--- src/rtl/crc8_edc_pkg.sv ---
package crc8_edc_pkg;
    parameter int unsigned EDC_DATA_W = 64;
    parameter int unsigned EDC_CRC_W  = 8;
    parameter int unsigned EDC_LANE_W = 4;
    parameter logic [7:0]  EDC_POLY   = 8'h07;   // x^8 + x^2 + x + 1
endpackage

--- src/rtl/crc8_burst_calc.sv ---
// Single-cycle CRC over a whole burst, unrolled as a chain of serial steps.
module crc8_burst_calc #(
    parameter int unsigned DATA_W = crc8_edc_pkg::EDC_DATA_W,
    parameter int unsigned CRC_W  = crc8_edc_pkg::EDC_CRC_W,
    parameter logic [CRC_W-1:0] POLY = CRC_W'(crc8_edc_pkg::EDC_POLY)
) (
    input  logic [DATA_W-1:0] data_in,
    output logic [CRC_W-1:0]  crc_out
);
    logic [CRC_W-1:0] chain [DATA_W+1];

    assign chain[0] = '0;

    for (genvar i = 0; i < DATA_W; i++) begin : g_step
        // most significant data bit enters first
        assign chain[i+1] = {chain[i][CRC_W-2:0], 1'b0}
                          ^ ((chain[i][CRC_W-1] ^ data_in[DATA_W-1-i]) ? POLY : '0);
    end

    assign crc_out = chain[DATA_W];
endmodule

--- src/rtl/edc_tx_serializer.sv ---
// Sends a CRC over the narrow lane, most significant beat first.
module edc_tx_serializer #(
    parameter int unsigned CRC_W  = crc8_edc_pkg::EDC_CRC_W,
    parameter int unsigned LANE_W = crc8_edc_pkg::EDC_LANE_W
) (
    input  logic              clk,
    input  logic              rst_n,
    input  logic              chk_en,
    input  logic              load,
    input  logic [CRC_W-1:0]  crc_in,
    output logic [LANE_W-1:0] lane_out
);
    localparam int unsigned BEATS = CRC_W / LANE_W;
    localparam int unsigned CNT_W = $clog2(BEATS + 1);

    typedef struct packed {
        logic [CRC_W-1:0] sh;
        logic [CNT_W-1:0] cnt;
    } tx_state_t;

    tx_state_t st_d, st_q;

    always_comb begin
        st_d = st_q;
        if (!chk_en) begin
            st_d.cnt = '0;
            st_d.sh  = '0;
        end else begin
            if (st_q.cnt != '0) begin
                st_d.sh  = st_q.sh << LANE_W;
                st_d.cnt = st_q.cnt - 1'b1;
            end
            // accept only when idle or when the last beat is going out
            if (load && (st_q.cnt <= CNT_W'(1))) begin
                st_d.sh  = crc_in;
                st_d.cnt = CNT_W'(BEATS);
            end
        end
    end

    always_ff @(posedge clk or negedge rst_n) begin
        if (!rst_n) st_q <= '0;
        else        st_q <= st_d;
    end

    assign lane_out = (chk_en && st_q.cnt != '0) ? st_q.sh[CRC_W-1 -: LANE_W] : '0;
endmodule

--- src/rtl/edc_rx_checker.sv ---
// Collects CRC beats from the lane and compares them with the local CRC.
module edc_rx_checker #(
    parameter int unsigned CRC_W  = crc8_edc_pkg::EDC_CRC_W,
    parameter int unsigned LANE_W = crc8_edc_pkg::EDC_LANE_W
) (
    input  logic              clk,
    input  logic              rst_n,
    input  logic              chk_en,
    input  logic              start,
    input  logic [CRC_W-1:0]  crc_local,
    input  logic [LANE_W-1:0] lane_in,
    output logic              done,
    output logic              err
);
    localparam int unsigned BEATS = CRC_W / LANE_W;
    localparam int unsigned CNT_W = $clog2(BEATS + 1);

    typedef struct packed {
        logic             busy;
        logic [CNT_W-1:0] cnt;
        logic [CRC_W-1:0] expect_crc;
        logic [CRC_W-1:0] sh;
        logic             done;
        logic             err;
    } rx_state_t;

    rx_state_t st_d, st_q;
    logic [CRC_W-1:0] gathered;

    assign gathered = {st_q.sh[CRC_W-LANE_W-1:0], lane_in};

    always_comb begin
        st_d      = st_q;
        st_d.done = 1'b0;
        st_d.err  = 1'b0;
        if (!chk_en) begin
            st_d.busy = 1'b0;
            st_d.cnt  = '0;
        end else if (st_q.busy) begin
            st_d.sh  = gathered;
            st_d.cnt = st_q.cnt + 1'b1;
            if (st_q.cnt == CNT_W'(BEATS - 1)) begin
                st_d.busy = 1'b0;
                st_d.cnt  = '0;
                st_d.done = 1'b1;
                st_d.err  = (gathered != st_q.expect_crc);
            end
        end else if (start) begin
            st_d.busy       = 1'b1;
            st_d.cnt        = CNT_W'(1);
            st_d.expect_crc = crc_local;
            st_d.sh         = {{(CRC_W-LANE_W){1'b0}}, lane_in};
        end
    end

    always_ff @(posedge clk or negedge rst_n) begin
        if (!rst_n) st_q <= '0;
        else        st_q <= st_d;
    end

    assign done = st_q.done;
    assign err  = st_q.err;
endmodule

--- src/rtl/crc8_burst_edc.sv ---
module crc8_burst_edc #(
    parameter int unsigned DATA_W = crc8_edc_pkg::EDC_DATA_W,
    parameter int unsigned CRC_W  = crc8_edc_pkg::EDC_CRC_W,
    parameter int unsigned LANE_W = crc8_edc_pkg::EDC_LANE_W,
    parameter logic [CRC_W-1:0] POLY = CRC_W'(crc8_edc_pkg::EDC_POLY)
) (
    input  logic              clk,
    input  logic              rst_n,
    input  logic              chk_en,
    input  logic              tx_valid,
    input  logic [DATA_W-1:0] tx_data,
    output logic [LANE_W-1:0] tx_edc,
    input  logic              rx_valid,
    input  logic [DATA_W-1:0] rx_data,
    input  logic [LANE_W-1:0] rx_edc,
    output logic              rx_done,
    output logic              rx_err
);
    logic [CRC_W-1:0] tx_crc;
    logic [CRC_W-1:0] rx_crc;

    crc8_burst_calc #(.DATA_W(DATA_W), .CRC_W(CRC_W), .POLY(POLY)) tx_calc_i (
        .data_in (tx_data),
        .crc_out (tx_crc)
    );

    crc8_burst_calc #(.DATA_W(DATA_W), .CRC_W(CRC_W), .POLY(POLY)) rx_calc_i (
        .data_in (rx_data),
        .crc_out (rx_crc)
    );

    edc_tx_serializer #(.CRC_W(CRC_W), .LANE_W(LANE_W)) tx_ser_i (
        .clk      (clk),
        .rst_n    (rst_n),
        .chk_en   (chk_en),
        .load     (tx_valid),
        .crc_in   (tx_crc),
        .lane_out (tx_edc)
    );

    edc_rx_checker #(.CRC_W(CRC_W), .LANE_W(LANE_W)) rx_chk_i (
        .clk       (clk),
        .rst_n     (rst_n),
        .chk_en    (chk_en),
        .start     (rx_valid),
        .crc_local (rx_crc),
        .lane_in   (rx_edc),
        .done      (rx_done),
        .err       (rx_err)
    );
endmodule

--- config.mk ---
export PLATFORM = sky130hd
export DESIGN_NAME = crc8_burst_edc
export DESIGN_NICKNAME = d
export VERILOG_FILES = /design/src/rtl/crc8_edc_pkg.sv /design/src/rtl/crc8_burst_calc.sv /design/src/rtl/edc_tx_serializer.sv /design/src/rtl/edc_rx_checker.sv /design/src/rtl/crc8_burst_edc.sv
export SDC_FILE = /design/constraint.sdc
export NUM_CORES = 1
export LEC_CHECK = 0
export CELL_PAD_IN_SITES_DETAIL_PLACEMENT = 1
export CELL_PAD_IN_SITES_GLOBAL_PLACEMENT = 1
export CORE_MARGIN = 2
export CORE_UTILIZATION = 34
export DETAILED_ROUTE_END_ITERATION = 16
export MAX_ROUTING_LAYER = met4
export PLACE_DENSITY = 0.82
export SYNTH_ARGS = -nofsm -noshare
export SYNTH_HDL_FRONTEND = slang
export SYNTH_SLANG_ARGS = --single-unit
--- constraint.sdc ---
create_clock -name clk -period 4 [get_ports clk]
set_clock_uncertainty 0.2 [all_clocks]
set_input_delay 0.6 -clock clk [delete_from_list [all_inputs] [get_ports clk]]
set_output_delay 0.6 -clock clk [all_outputs]
set_load 0.1 [all_outputs]
* Yosys cells after proc, flatten, opt, wreduce, memory -nomap -nowiden
Index checks and enable logic that the tools add are counted.
** Word-level totals
- Bits in registers :: 27
- Input bits :: 137
- Output and inout port bits :: 6
- Word-level logic and storage cells :: 414
** Cells by class
- $add $sub $neg :: 2
- $lt $le $gt $ge :: 1
- Equal/unequal tests :: 4
- Mux-type cells :: 140
- Bitwise gates (word level) :: 253
- Reduce and logical (&&, ||, !) cells :: 6
** Operators with widths (number)
- 8-bit bitwise XOR :: 124
- 3-bit 2-to-1 mux :: 131
- 1-bit bitwise XOR :: 124
- 10-bit 2-to-1 mux :: 3
- 19-bit 2-to-1 mux :: 1
- 8-bit by 3-bit bitwise XOR with 8-bit output :: 2
- 4-bit 2-to-1 mux :: 2
- 8-bit != test :: 1
- 2-bit 2-to-1 mux :: 3
- 3-bit by 1-bit != test with 1-bit output (second input constant) :: 2
- 2-bit nonzero test :: 2
- 3-bit AND reduction :: 1
- 2-bit by 1-bit adder with 2-bit output (second input constant) :: 1
- 2-bit by 1-bit == test with 1-bit output (second input constant) :: 1
- 2-bit by 1-bit <= comparator with 1-bit output (second input constant) :: 1
- 1-bit logical AND :: 2
- 2-bit AND reduction :: 1
- 2-bit by 1-bit subtractor with 2-bit output (second input constant) :: 1
- 1-bit bitwise XOR (first input constant) :: 2
- 1-bit inverter :: 1

* Depth between registers and ports, before layout
- Word-level depth :: 192
- Gate-level depth with buffers :: 11
- Depth with buffers taken out :: 10

* Cells and area by module
From an unflattened synthesis, not the netlist that was laid out.
** Unflattened totals
- Cell total of the unflattened synthesis :: 405
- Area total of the unflattened synthesis :: 5477.8 um^2
** Modules (own cells, without submodules)
- crc8_burst_calc :: instances 2, cells each 149, area each 2078.2 um^2, sequential area each 0.0 um^2
- edc_rx_checker :: instances 1, cells each 52, area each 757.0 um^2, sequential area each 425.4 um^2
- edc_tx_serializer :: instances 1, cells each 55, area each 564.3 um^2, sequential area each 250.2 um^2

* Worst setup path after synthesis
Ideal clock, no wire load.
- Kind :: in2reg
- Start :: input port tx_data[58]
- End :: register tx_ser_i.st_q[9] (netlist bit)
- Setup time :: 0.083 ns
- Arrival time :: 3.954 ns
- Data required time :: 3.717 ns
- Path slack :: -0.237 ns
- Stages :: 11
- Path buffers :: 1
- Path through :: buf_6 > xor3_2 > xnor3_2 > xor3_2 > xnor3_1 > xor3_1 > xnor3_1 > xnor3_1 > xnor2_1 > xnor3_1 > o22ai_1
** On the way
- Cells in the longest elaborated chain, start to end :: 79
- Elaborated cells between the ends (all ways) :: 143
- Classes of those cells :: 43 x mux; 100 x bitwise
** Ends and longest elaborated chain
- start: declaration :: line crc8_burst_edc.sv:11 : input logic [DATA_W-1:0] tx_data,
- 1-bit bitwise XOR * :: line crc8_burst_calc.sv:17 : ^ ((chain[i][CRC_W-1] ^ data_in[DATA_W-1-i]) ? POLY : '0);
- 3-bit 2-to-1 mux * :: line crc8_burst_calc.sv:17
- 8-bit bitwise XOR * (6 in series) :: line crc8_burst_calc.sv:17
- 1-bit bitwise XOR or 8-bit bitwise XOR (tied branches) :: line crc8_burst_calc.sv:17
- 3-bit 2-to-1 mux (tied with other cells) :: line crc8_burst_calc.sv:17
- 8-bit bitwise XOR * (6 in series) :: line crc8_burst_calc.sv:17
- 1-bit bitwise XOR or 8-bit bitwise XOR (tied branches) :: line crc8_burst_calc.sv:17
- 3-bit 2-to-1 mux (tied with other cells) :: line crc8_burst_calc.sv:17
- [... 40 more ...]
- 3-bit 2-to-1 mux (tied with other cells) :: line crc8_burst_calc.sv:17
- 8-bit bitwise XOR * (8 in series) :: line crc8_burst_calc.sv:17
- 1-bit bitwise XOR or 8-bit bitwise XOR (tied branches) :: line crc8_burst_calc.sv:17
- 3-bit 2-to-1 mux (tied with other cells) :: line crc8_burst_calc.sv:17
- 8-bit bitwise XOR * (7 in series) :: line crc8_burst_calc.sv:17
- 8-bit by 3-bit bitwise XOR with 8-bit output * :: line crc8_burst_calc.sv:17
- 10-bit 2-to-1 mux * :: line edc_tx_serializer.sv:34 : if (load && (st_q.cnt <= CNT_W'(1))) begin
- 10-bit 2-to-1 mux * :: line edc_tx_serializer.sv:25 : if (!chk_en) begin
- end signal: assignment :: line edc_tx_serializer.sv:43 : else st_q <= st_d;
- end: declaration :: line edc_tx_serializer.sv:21 : tx_state_t st_d, st_q;
Mark *: on every way between the ends. The rest lies on a longest branch, timed or not.
A chain may end at the register's enable or synchronous reset.

* Worst setup path after layout
- Start :: input port rx_data[50]
- End :: register rx_chk_i.st_q[16] (netlist bit)
** On the way
- Cells in the longest elaborated chain, start to end :: 67
- Elaborated cells between the ends (all ways) :: 119
- Classes of those cells :: 34 x mux; 85 x bitwise
** Ends and longest elaborated chain
- start: declaration :: line crc8_burst_edc.sv:14 : input logic [DATA_W-1:0] rx_data,
- 1-bit bitwise XOR * :: line crc8_burst_calc.sv:17
- 3-bit 2-to-1 mux * :: line crc8_burst_calc.sv:17
- 8-bit bitwise XOR * (6 in series) :: line crc8_burst_calc.sv:17
- 1-bit bitwise XOR or 8-bit bitwise XOR (tied branches) :: line crc8_burst_calc.sv:17
- 3-bit 2-to-1 mux (tied with other cells) :: line crc8_burst_calc.sv:17
- 8-bit bitwise XOR * (6 in series) :: line crc8_burst_calc.sv:17
- 1-bit bitwise XOR or 8-bit bitwise XOR (tied branches) :: line crc8_burst_calc.sv:17
- 3-bit 2-to-1 mux (tied with other cells) :: line crc8_burst_calc.sv:17
- [... 24 more ...]
- 8-bit bitwise XOR * (6 in series) :: line crc8_burst_calc.sv:17
- 1-bit bitwise XOR or 8-bit bitwise XOR (tied branches) :: line crc8_burst_calc.sv:17
- 3-bit 2-to-1 mux (tied with other cells) :: line crc8_burst_calc.sv:17
- 8-bit bitwise XOR * (8 in series) :: line crc8_burst_calc.sv:17
- 1-bit bitwise XOR or 8-bit bitwise XOR (tied branches) :: line crc8_burst_calc.sv:17
- 3-bit 2-to-1 mux (tied with other cells) :: line crc8_burst_calc.sv:17
- 8-bit bitwise XOR * (6 in series) :: line crc8_burst_calc.sv:17
- 8-bit by 3-bit bitwise XOR with 8-bit output * :: line crc8_burst_calc.sv:17
- end signal: assignment :: line edc_rx_checker.sv:58 : else st_q <= st_d;
- end: declaration :: line edc_rx_checker.sv:27 : rx_state_t st_d, st_q;
Marked as above.

==> impl_metrics.csv <==
group,metric,value,unit
outcome,status,"finished with violations",
outcome,violations,"negative setup slack",
global_routing,antenna_found_initial,2,
floorplan,rows,44,
place,placed_cells_incl_taps,843,
floorplan,ios,143,
floorplan,fp.coreArea,0.0144,mm²
global_routing,grt_first_pass_wirelength,27.9,mm
finish,regArea,676,µm²
timing,rsz_0062_raised_after_global_routing,"yes",
critical_path,rr_startpoint,"tx_ser_i.st_q[0]",
clock_tree,cts_tree,"yes",
critical_path,worst_path_depth,13,
global_routing,grt.total_usage,23.8,%
route,number_of_drc_violations_after_detailed_routing,0,
route,routed_via_count_divided_by_cell_count,4.76,
critical_path,r2r-end,"tx_ser_i.st_q[4]",
yosys,ys_warn_count,0,
clock_tree,clk-insertion-delay-late,0.26,ns
critical_path,end_kind,"register",
critical_path,r2r_cells,5,
critical_path,worst-path-buf-inv,3,
clock_tree,holdBufCountCts,0,
route,ant_nets,0,
finish,final-instance-count-excl-fill,916,
finish,area_delta_synth_final,86.2,%
job,max_cap_violations,0,
route,wl_per_cell,24.1,µm
critical_path,critical_path.max_stage_delay,0.52,ns
critical_path,critPathTopFamily,"XOR/XNOR gates",
timing,setup-violations-final,10,
critical_path,required_time_of_the_critical_path,3.91,ns
timing,worst_slack,-0.244,ns
yosys,synthesis.area,0.00496,mm²
clock_tree,tritoncts_num_sinks,27,
timing,timing.final.max_slew_violations,0,
timing,worst_slew_margin_rel,19.3,%
yosys,syn-instance-count,397,
hold_path,hold_path_depth,2,
critical_path,worst-setup-path-type,"input port to register",
route,initial_drc_count,127,
timing,worst-slew-pin-transition,1.21,ns
hold_path,min-delay-path-class,"register to register",
clock_tree,ctsHtreeMaxLevel,1,
clock_tree,cts_max_path_bufs,2,
floorplan,die-width,125,µm
route,vias,4358,
yosys,synth.area.top_cells,"xnor3_1 (29%), xnor2_1 (26%), dfrtp_1 (14%), xor2_1 (9.9%), xor3_1 (6.2%)",
yosys,synth.largest_area_cell,"xnor3_1",
floorplan,vert_die_dim,125,µm
place,dp_hpwl,14.3,mm
critical_path,cp-start-kind,"input port",
critical_path,setup.reg_to_reg.worst_slack,2.17,ns
global_routing,first_global_vias,5042,
timing,post-route-min-period,4.24,ns
clock_tree,clock-root-buffer,"clkbuf_16",
yosys,syn_nets,536,
hold_path,min_to,"tx_ser_i.st_q[2]",
finish,final_layout_size_suffix_gt1_share,50.8,%
finish,fillCellCount,1408,
place,port_buffers,142,
global_routing,grt_start_max_net_pins,28,
yosys,ys_ff_latch,27,
critical_path,crit_arrival,4.15,ns
clock_tree,clk_pin_slew_worst_paths,0.06,ns
floorplan,initial_utilization,34.5,%
yosys,yosysSeqAreaShare,13.6,%
yosys,yosysMostFrequentCell,"xnor2_1",
timing,fmax,236,MHz
yosys,synth-edff-count,0,
critical_path,cp_max_fanout,2,
critical_path,path_cells,"clkdlybuf4s15_2, xnor2_2, buf_4, xnor2_2, xnor3_2, buf_4, xnor2_1, xnor3_1, xnor3_1, xor2_2, xnor3_2, xor2_1, o21ai_1",
timing,report.final.hold_viol_count,0,
yosys,synth_common_cells,"xnor2_1 (146), xnor3_1 (64), xor2_1 (56), dfrtp_1 (27), xor3_1 (13)",
finish,fin_nets,870,
yosys,synth.lib_cells_used.distinct,31,
yosys,synthesis.area_per_instance,12.5,µm²
global_routing,total_gr_overflow,0,
floorplan,dieArea,0.0156,mm²
route,drt-pass1-iter-count,4,
place,gp_routability_congestion,0.842,
yosys,yosysTopAreaCellShare,29.0,%
yosys,synth-async-reset-ratio,100,%
finish,multi_input_comb_area,0.00528,mm²
route,wirelength,22.0,mm
clock_tree,numCtsBuffers,3,
timing,final.period_utilization,106,%
hold_path,hold_path.startpoint,"tx_ser_i.st_q[2]",
yosys,yosys_most_used_dff,"dfrtp_1",
critical_path,slowest_stage,"xnor3_1",
-- worst max-delay path by stage --
| stage | startpoint | to | slack (ns) |
|---|---|---|---|
| floorplan | tx_data[58] | tx_ser_i.st_q[9] | -0.03 |
| global placement | tx_data[58] | tx_ser_i.st_q[4] | -0.58 |
| detailed placement | tx_data[58] | tx_ser_i.st_q[9] | -0.90 |
| CTS | tx_data[55] | tx_ser_i.st_q[9] | -0.09 |
| global route | rx_data[50] | rx_chk_i.st_q[16] | -0.34 |
| finish | rx_data[50] | rx_chk_i.st_q[16] | -0.24 |
-- sequential cells by signal, summed over array words and instances, names as in the netlist --
register           cells
rx_chk_i.gathered      4
rx_chk_i.err           1
tx_ser_i.st_q         10
rx_chk_i.done          1
rx_chk_i.st_q         11
-- per-layer routing --
metal,part of all wire [%],track usage [%],up-vias
met3,3.0,2.88,48
li1,-,-,1976
met1,34,23.4,2199
met5,0,-,-
met4,4.1,6.54,0
met2,59,48.4,135
-- what timing repair did --
item,4_1_cts,5_1_grt
gates resized for setup,174,147
setup endpoints to repair,16,15
pin swaps,70,77
setup buffers,37,35
-- layout make-up --
cell class | count | area share [%]
sequential | 27 | 7.31
tap | 184 | 2.49
inverter | 5 | 0.203
clock inverter | 1 | 0.0542
multi-input combinational | 360 | 57.1
antenna | 2 | 0.0542
timing repair buffer | 334 | 32.0
clock buffer | 3 | 0.812
-- layout by cell type (no fill, tap or decap), drive strengths merged --
master           n
clkinv           1
nor2             5
nand3b           1
mux2             4
xnor2          152
dlygate4sd2      8
nor4             2
xor2            60
diode            2
and2             6
o22ai            4
xor3            17
buf            213
xnor3           67
nor2b            1
clkbuf          12
a31oi            1
o21ai           15
nand2           12
mux2i            4
nor3             1
inv              5
clkdlybuf4s50   89
nand3            4
clkdlybuf4s15    8
dfrtp           27
a21boi           1
ha               2
o31ai            1
dlymetal6s2s     7
-- logic make-up after synthesis --
group / share of synthesized area [%]
AO/OA/AOI/OAI: 2.45
XOR/XNOR: 77.7
adder cells (fa/ha/maj): 0.504
buffers and inverters: 0.983
flip-flops: 13.6
multiplexers: 1.71
AND/OR/NAND/NOR: 3.08
-- worst reg2reg max path: stages (launching register included) --
cell and delay [ns]:
dfrtp_1 0.41, ha_1 0.20, o21ai_0 0.36, and2_1 0.29, nand3_1 0.14, o21ai_1 0.13
-- per-stage QoR --
stage	hold WS, ns	TNS, ns	setup WS [ns]	utilization [%]	cell area, µm²
floorplan	0.104	-0.0313	-0.0313	-	5010
global placement	0.286	-7.46	-0.579	52.6	7560
detailed placement	0.301	-11.16	-0.900	52.6	7560
CTS	0.316	-0.279	-0.0909	57.8	8310
global route	0.371	-2.59	-0.338	64.3	9240
finish	0.329	-1.18	-0.244	64.3	9240
Power is not shown: default switching activity piles up to over one toggle a cycle in this logic, so the estimate is an artifact.
